--- config.mk ---
export PLATFORM = sky130hd
export DESIGN_NAME = cfg_autoloader
export DESIGN_NICKNAME = d
export VERILOG_FILES = /design/src/rtl/cfg_autoload_pkg.sv /design/src/rtl/cfg_entry_map.sv /design/src/rtl/cfg_load_fsm.sv /design/src/rtl/cfg_autoloader.sv
export SDC_FILE = /design/constraint.sdc
export NUM_CORES = 1
export LEC_CHECK = 0
export BUFFER_PORTS_ARGS = -buffer_cell sky130_fd_sc_hd__buf_4
export CAP_MARGIN = 20
export CORE_MARGIN = 2
export CORE_UTILIZATION = 36
export CTS_CLUSTER_SIZE = 28
export DETAILED_ROUTE_END_ITERATION = 8
export GPL_ROUTABILITY_DRIVEN = 0
export PLACE_DENSITY = 0.71
export SLEW_MARGIN = 20
export SYNTH_ARGS = -nofsm -noshare
export SYNTH_HDL_FRONTEND = slang
export SYNTH_SLANG_ARGS = --single-unit
--- constraint.sdc ---
create_clock -name clk -period 2.02 [get_ports clk]
set_clock_uncertainty 0.2 [all_clocks]
set_input_delay 0.404 -clock clk [delete_from_list [all_inputs] [get_ports clk]]
set_output_delay 0.404 -clock clk [all_outputs]
set_load 0.05 [all_outputs]
--- src/rtl/cfg_autoload_pkg.sv ---
package cfg_autoload_pkg;

    typedef enum logic [2:0] {
        LD_IDLE,
        LD_FETCH,
        LD_STORE,
        LD_FINISH,
        LD_PARKED
    } ld_state_e;

    // Destination offset for each table entry; the order matters.
    function automatic logic [11:0] entry_offset(input int unsigned i);
        logic [11:0] off;
        unique case (i)
            0:       off = 12'h000;
            1:       off = 12'h008;
            2:       off = 12'h02C;
            3:       off = 12'h03C;
            4:       off = 12'hC08;
            5:       off = 12'hC0C;
            6:       off = 12'hC10;
            7:       off = 12'hC14;
            default: off = 12'h000;
        endcase
        return off;
    endfunction

endpackage

--- src/rtl/cfg_entry_map.sv ---
module cfg_entry_map
    import cfg_autoload_pkg::*;
#(
    parameter int          ADDR_W   = 32,
    parameter int          OFF_W    = 12,
    parameter int          N_ENT    = 8,
    parameter logic [31:0] ROM_BASE = 32'h1FFF_FFE0,
    parameter int          IDX_W    = $clog2(N_ENT)
) (
    input  logic [IDX_W-1:0]  idx,
    output logic [ADDR_W-1:0] rom_addr,
    output logic [OFF_W-1:0]  reg_addr
);
    localparam int PAD_W = ADDR_W - IDX_W - 2;

    // ROM words are consecutive 32-bit locations from the base upward.
    assign rom_addr = ADDR_W'(ROM_BASE) + {{PAD_W{1'b0}}, idx, 2'b00};
    assign reg_addr = OFF_W'(entry_offset(int'(idx)));

endmodule

--- src/rtl/cfg_load_fsm.sv ---
module cfg_load_fsm
    import cfg_autoload_pkg::*;
#(
    parameter int DATA_W = 32,
    parameter int N_ENT  = 8,
    parameter int IDX_W  = $clog2(N_ENT)
) (
    input  logic              clk,
    input  logic              rst_n,
    input  logic              enable,
    input  logic              rom_ready,
    input  logic [DATA_W-1:0] rom_rdata,
    output logic [IDX_W-1:0]  idx,
    output logic              rom_rd,
    output logic              reg_we,
    output logic [DATA_W-1:0] wdata,
    output logic              busy,
    output logic              done
);
    localparam logic [IDX_W-1:0] LAST_IDX = IDX_W'(N_ENT - 1);

    ld_state_e state, nxt;

    // State register, entry index and captured ROM word.
    always_ff @(posedge clk or negedge rst_n) begin
        if (!rst_n) begin
            state <= LD_IDLE;
            idx   <= '0;
            wdata <= '0;
        end else begin
            state <= nxt;
            if (state == LD_FETCH && rom_ready)
                wdata <= rom_rdata;
            if (state == LD_STORE)
                idx <= (idx == LAST_IDX) ? '0 : idx + 1'b1;
        end
    end

    always_comb begin
        nxt = state;
        unique case (state)
            LD_IDLE:   nxt = enable ? LD_FETCH : LD_PARKED;
            LD_FETCH:  nxt = rom_ready ? LD_STORE : LD_FETCH;
            LD_STORE:  nxt = (idx == LAST_IDX) ? LD_FINISH : LD_FETCH;
            LD_FINISH: nxt = LD_PARKED;
            LD_PARKED: nxt = LD_PARKED;
            default:   nxt = LD_IDLE;
        endcase
    end

    // Output decode.
    always_comb begin
        rom_rd = 1'b0;
        reg_we = 1'b0;
        busy   = 1'b0;
        done   = 1'b0;
        unique case (state)
            LD_FETCH:  begin rom_rd = 1'b1; busy = 1'b1; end
            LD_STORE:  begin reg_we = 1'b1; busy = 1'b1; end
            LD_FINISH: done = 1'b1;
            default:   ;
        endcase
    end

    AST_FETCH_HOLD: assert property (@(posedge clk) disable iff (!rst_n)
        rom_rd && !rom_ready |=> rom_rd && $stable(idx)) else $error("fetch hold");
    AST_WRITE_FOLLOWS_READY: assert property (@(posedge clk) disable iff (!rst_n)
        rom_rd && rom_ready |=> reg_we && wdata == $past(rom_rdata)) else $error("write after ready");
    AST_WE_PULSE: assert property (@(posedge clk) disable iff (!rst_n)
        reg_we |=> !reg_we) else $error("we pulse");
    AST_DONE_AFTER_LAST: assert property (@(posedge clk) disable iff (!rst_n)
        done |-> $past(reg_we) && $past(idx) == LAST_IDX) else $error("done timing");
    AST_DONE_ONCE: assert property (@(posedge clk) disable iff (!rst_n)
        done |=> !done && !busy) else $error("done once");
    AST_SKIP_QUIET: assert property (@(posedge clk) disable iff (!rst_n)
        !enable |-> !rom_rd && !reg_we && !done) else $error("skip quiet");

endmodule

--- src/rtl/cfg_autoloader.sv ---
module cfg_autoloader #(
    parameter int          ADDR_W   = 32,
    parameter int          DATA_W   = 32,
    parameter int          OFF_W    = 12,
    parameter int          N_ENT    = 8,
    parameter logic [31:0] ROM_BASE = 32'h1FFF_FFE0
) (
    input  logic              clk,
    input  logic              rst_n,
    input  logic              strap_n,
    output logic [ADDR_W-1:0] rom_addr,
    output logic              rom_rd,
    input  logic [DATA_W-1:0] rom_rdata,
    input  logic              rom_ready,
    output logic [OFF_W-1:0]  reg_addr,
    output logic [DATA_W-1:0] reg_wdata,
    output logic              reg_we,
    output logic              busy,
    output logic              done,
    input  logic              pci_hit,
    output logic              pci_retry
);
    localparam int IDX_W = $clog2(N_ENT);

    logic             load_en;
    logic [IDX_W-1:0] idx;

    // Strap is captured on every clock edge while reset is held, frozen after.
    always_ff @(posedge clk) begin
        if (!rst_n)
            load_en <= ~strap_n;
    end

    cfg_load_fsm #(
        .DATA_W (DATA_W),
        .N_ENT  (N_ENT),
        .IDX_W  (IDX_W)
    ) u_fsm (
        .clk       (clk),
        .rst_n     (rst_n),
        .enable    (load_en),
        .rom_ready (rom_ready),
        .rom_rdata (rom_rdata),
        .idx       (idx),
        .rom_rd    (rom_rd),
        .reg_we    (reg_we),
        .wdata     (reg_wdata),
        .busy      (busy),
        .done      (done)
    );

    cfg_entry_map #(
        .ADDR_W   (ADDR_W),
        .OFF_W    (OFF_W),
        .N_ENT    (N_ENT),
        .ROM_BASE (ROM_BASE),
        .IDX_W    (IDX_W)
    ) u_map (
        .idx      (idx),
        .rom_addr (rom_addr),
        .reg_addr (reg_addr)
    );

    assign pci_retry = pci_hit & busy;

    AST_RD_MEANS_BUSY: assert property (@(posedge clk) disable iff (!rst_n)
        (rom_rd || reg_we) |-> busy) else $error("busy during load");
    AST_ADDR_STEP: assert property (@(posedge clk) disable iff (!rst_n)
        reg_we && !$past(reg_we) |-> rom_addr == $past(rom_addr)) else $error("addr step");

endmodule

==> results.sh <==
export IMPL_outcome="complete, no violations"
export IMPL_crit_chain="mux2_2, buf_6"
export IMPL_crit_arrival_ns=1.34
export IMPL_fp_coreArea_um2=5540
export IMPL_dr_pass1_iters=4
export IMPL_ys_ff_latch=39
export IMPL_drive_gt1_share_pct=60.3
export IMPL_finalCritPeriodShare_pct=96.4
export IMPL_ys_seq_area_share_pct=47.2
export IMPL_p_leak_nw=1.50
export IMPL_critPathBufInv=1
export IMPL_cts_tree="done"
export IMPL_grt_setup_unrepaired="no"
export IMPL_synth_top_cells_by_area="dfrtp_1 (46%), mux2_4 (22%), buf_4 (14%)"
export IMPL_ys_types=25
export IMPL_grt_usage_pct=11.6
export IMPL_synthesis_area_um2=2080
export IMPL_vias=1263
export IMPL_numCtsBuffers=5
export IMPL_cp_slowest_cell="dfrtp_1"
export IMPL_synth_largest_area_cell="dfrtp_1"
export IMPL_power_density_nw_per_um2=627
export IMPL_critPathCapture="reg_addr[4]"
export IMPL_worst_ep_required_time_ns=1.42
export IMPL_cp_startpoint="u_fsm.idx[2]"
export IMPL_fin_crit_ns=1.95
export IMPL_clk_path_buf_depth=2
export IMPL_r2r_cells=4
export IMPL_worstSetupPathType="reg -> out"
export IMPL_hold_depth=2
export IMPL_cp_max_fo=9
export IMPL_cts_sinks=39
export IMPL_ir_drop_mv=0.241
export IMPL_root_buffer="clkbuf_8"
export IMPL_drv_cap=0
export IMPL_clk_pin_slew_worst_paths_ns=0.08
export IMPL_synthArstFlopShare_pct=97.4
export IMPL_floorplan_die_height_um=80.0
export IMPL_timing_rr_end="u_fsm.wdata[8]"
export IMPL_drc=0
export IMPL_critPathLaunchType="flip-flop"
export IMPL_worst_setup_path_end_kind="primary output"
export IMPL_grt_overflow=0
export IMPL_drt_iter0_drc=33
export IMPL_area_growth_pct=35.4
export IMPL_clock_latency_ns=0.28
export IMPL_die_width_um=80.0
export IMPL_synthCells=149
export IMPL_yosysWarnings=0
export IMPL_first_global_vias=1182
export IMPL_synth_area_per_cell_um2=13.9
export IMPL_fmax_mhz=514
export IMPL_ioPinCount=118
export IMPL_grt_first_pass_wirelength_mm=5.58
export IMPL_drt_wl_total_mm=3.73
export IMPL_fillers=507
export IMPL_h_tree_depth=2
export IMPL_fin_util_pct=50.8
export IMPL_dp_slack_ns=0.179
export IMPL_antenna_found_initial=0
export IMPL_nets=278
export IMPL_num_antenna_cells=0
export IMPL_hold_viol=0
export IMPL_start_util_pct=37.5
export IMPL_io_buffers=82
export IMPL_drtAntennaViolNets=0
export IMPL_viasPerCell=4.06
export IMPL_wl_per_cell_um=12.0
export IMPL_synth_ff_type="dfrtp_1"
export IMPL_drv_slew=0
export IMPL_r2r_start="u_fsm.state[1]"
export IMPL_r2r_slack_ns=0.21
export IMPL_cpPeakStageDelay_ns=0.52
export IMPL_synthTopCellsByCount="buf_4 (38), dfrtp_1 (38), mux2_4 (30)"
export IMPL_timing_final_ws_setup_ns=0.0730
export IMPL_grt_max_degree=29
export IMPL_synth_edf_count=1
export IMPL_hp_class="in -> reg"
export IMPL_fp_row_count=27
export IMPL_cp_top_family="flip-flops"
export IMPL_finalSetupViolCount=0
export IMPL_die_area_um2=6400
export IMPL_crit_cells=2
export IMPL_synth_top_area_share_pct=45.8
export IMPL_post_dp_hpwl_mm=2.84
[cells by family after synthesis]
family | after synthesis | synth area share (%)
mux | 37 | 25.3
fa+ha+maj | 3 | 1.81
xor+xnor | 1 | 0.422
compound gates | 4 | 1.32
simple gates | 15 | 4.88
flops | 39 | 47.2
buf+inv | 48 | 18.7
other cells | 2 | 0.361
[layout by cell type, fill, tap and decap left out, types with 2 or more instances in the layout]
| master | netlist | final |
|---|---|---|
| bufinv_16 | 0 | 2 |
| inv_1 | 4 | 4 |
| mux2_4 | 30 | 30 |
| nor2_1 | 3 | 3 |
| dfrtp_2 | 0 | 3 |
| a21o_1 | 2 | 2 |
| clkbuf_8 | 0 | 5 |
| nand2b_1 | 2 | 2 |
| mux2_2 | 5 | 5 |
| nand3b_1 | 2 | 2 |
| conb_1 | 2 | 35 |
| buf_4 | 38 | 88 |
| nor3b_2 | 1 | 3 |
| ha_1 | 3 | 2 |
| nor3_1 | 2 | 2 |
| dfrtp_1 | 38 | 35 |
| buf_6 | 2 | 3 |
[worst reg2reg max path, delay by kind of cell, from the launching register on]
kind	cells	cell delay (ns)
buffers and inverters	2	0.41
flip-flops	1	0.38
multiplexers	1	0.38
AND/OR/NAND/NOR	1	0.34
[worst min path at each step]
stage / start / endpoint / slack (ns)
2_1_floorplan: rst_n / u_fsm.idx[0] / -0.09
3_3_place_gp: rst_n / u_fsm.wdata[25] / 0.12
3_5_place_dp: rst_n / u_fsm.wdata[20] / 0.12
4_1_cts: rom_rdata[15] / u_fsm.wdata[15] / 0.13
5_1_grt: rom_rdata[17] / u_fsm.wdata[17] / 0.13
6_report: rom_rdata[17] / u_fsm.wdata[17] / 0.14
[cell type report]
type                    instances  area [um^2]  area share [%]
well taps                      72         90.1            3.20
multi-input cells              95          867            30.8
clock inverters                 2         60.1            2.13
repair buffers                 93          724            25.7
clock buffers                   6         72.6            2.58
inverters                       4         15.0           0.534
flip-flops and latches         39          985            35.0
[through the flow]
step	cells	setup TNS, ns	hold slack [ns]	total power [W]	area [um^2]
2_1_floorplan	182	-0.399	-0.0916	0.000998	2220
3_3_place_gp	299	0	0.125	0.00102	2630
3_5_place_dp	299	0	0.123	0.00102	2630
4_1_cts	308	0	0.129	0.00179	2770
5_1_grt	311	0	0.126	0.00184	2810
6_report	311	0	0.141	0.00176	2810
[what timing repair did]
| action | in CTS | in global routing |
|---|---|---|
| gates resized for setup | 0 | 7 |
| hold buffers | 1 | 0 |
| endpoints found under the hold margin | 23 | 0 |
| buffers inserted | 0 | 3 |
| setup endpoints to repair | 0 | 4 |
[routing by layer]
| metal | up-vias | global-route usage (%) | part of all wire [%] |
|---|---|---|---|
| li1 | 597 | - | - |
| met1 | 600 | 14.2 | 42 |
| met2 | 59 | 18.9 | 48 |
| met3 | 7 | 4.30 | 8.6 |
| met4 | 0 | 3.56 | 1.2 |
| met5 | - | 0 | 0 |
[power by group]
| part | internal [W] | switching (W) | total, W |
|---|---|---|---|
| logic | 0.0000490 | 0.000168 | 0.000217 |
| registers | 0.000785 | 0.000000787 | 0.000786 |
| clock network | 0.000494 | 0.000267 | 0.000761 |
| total | 0.00133 | 0.000436 | 0.00176 |
[registers in the layout, summed over array words and instances, names as in the netlist]
register,cells
load_en,1
u_fsm.idx,3
u_fsm.state,3
u_fsm.wdata,32
(Power assumes the default switching activity.)
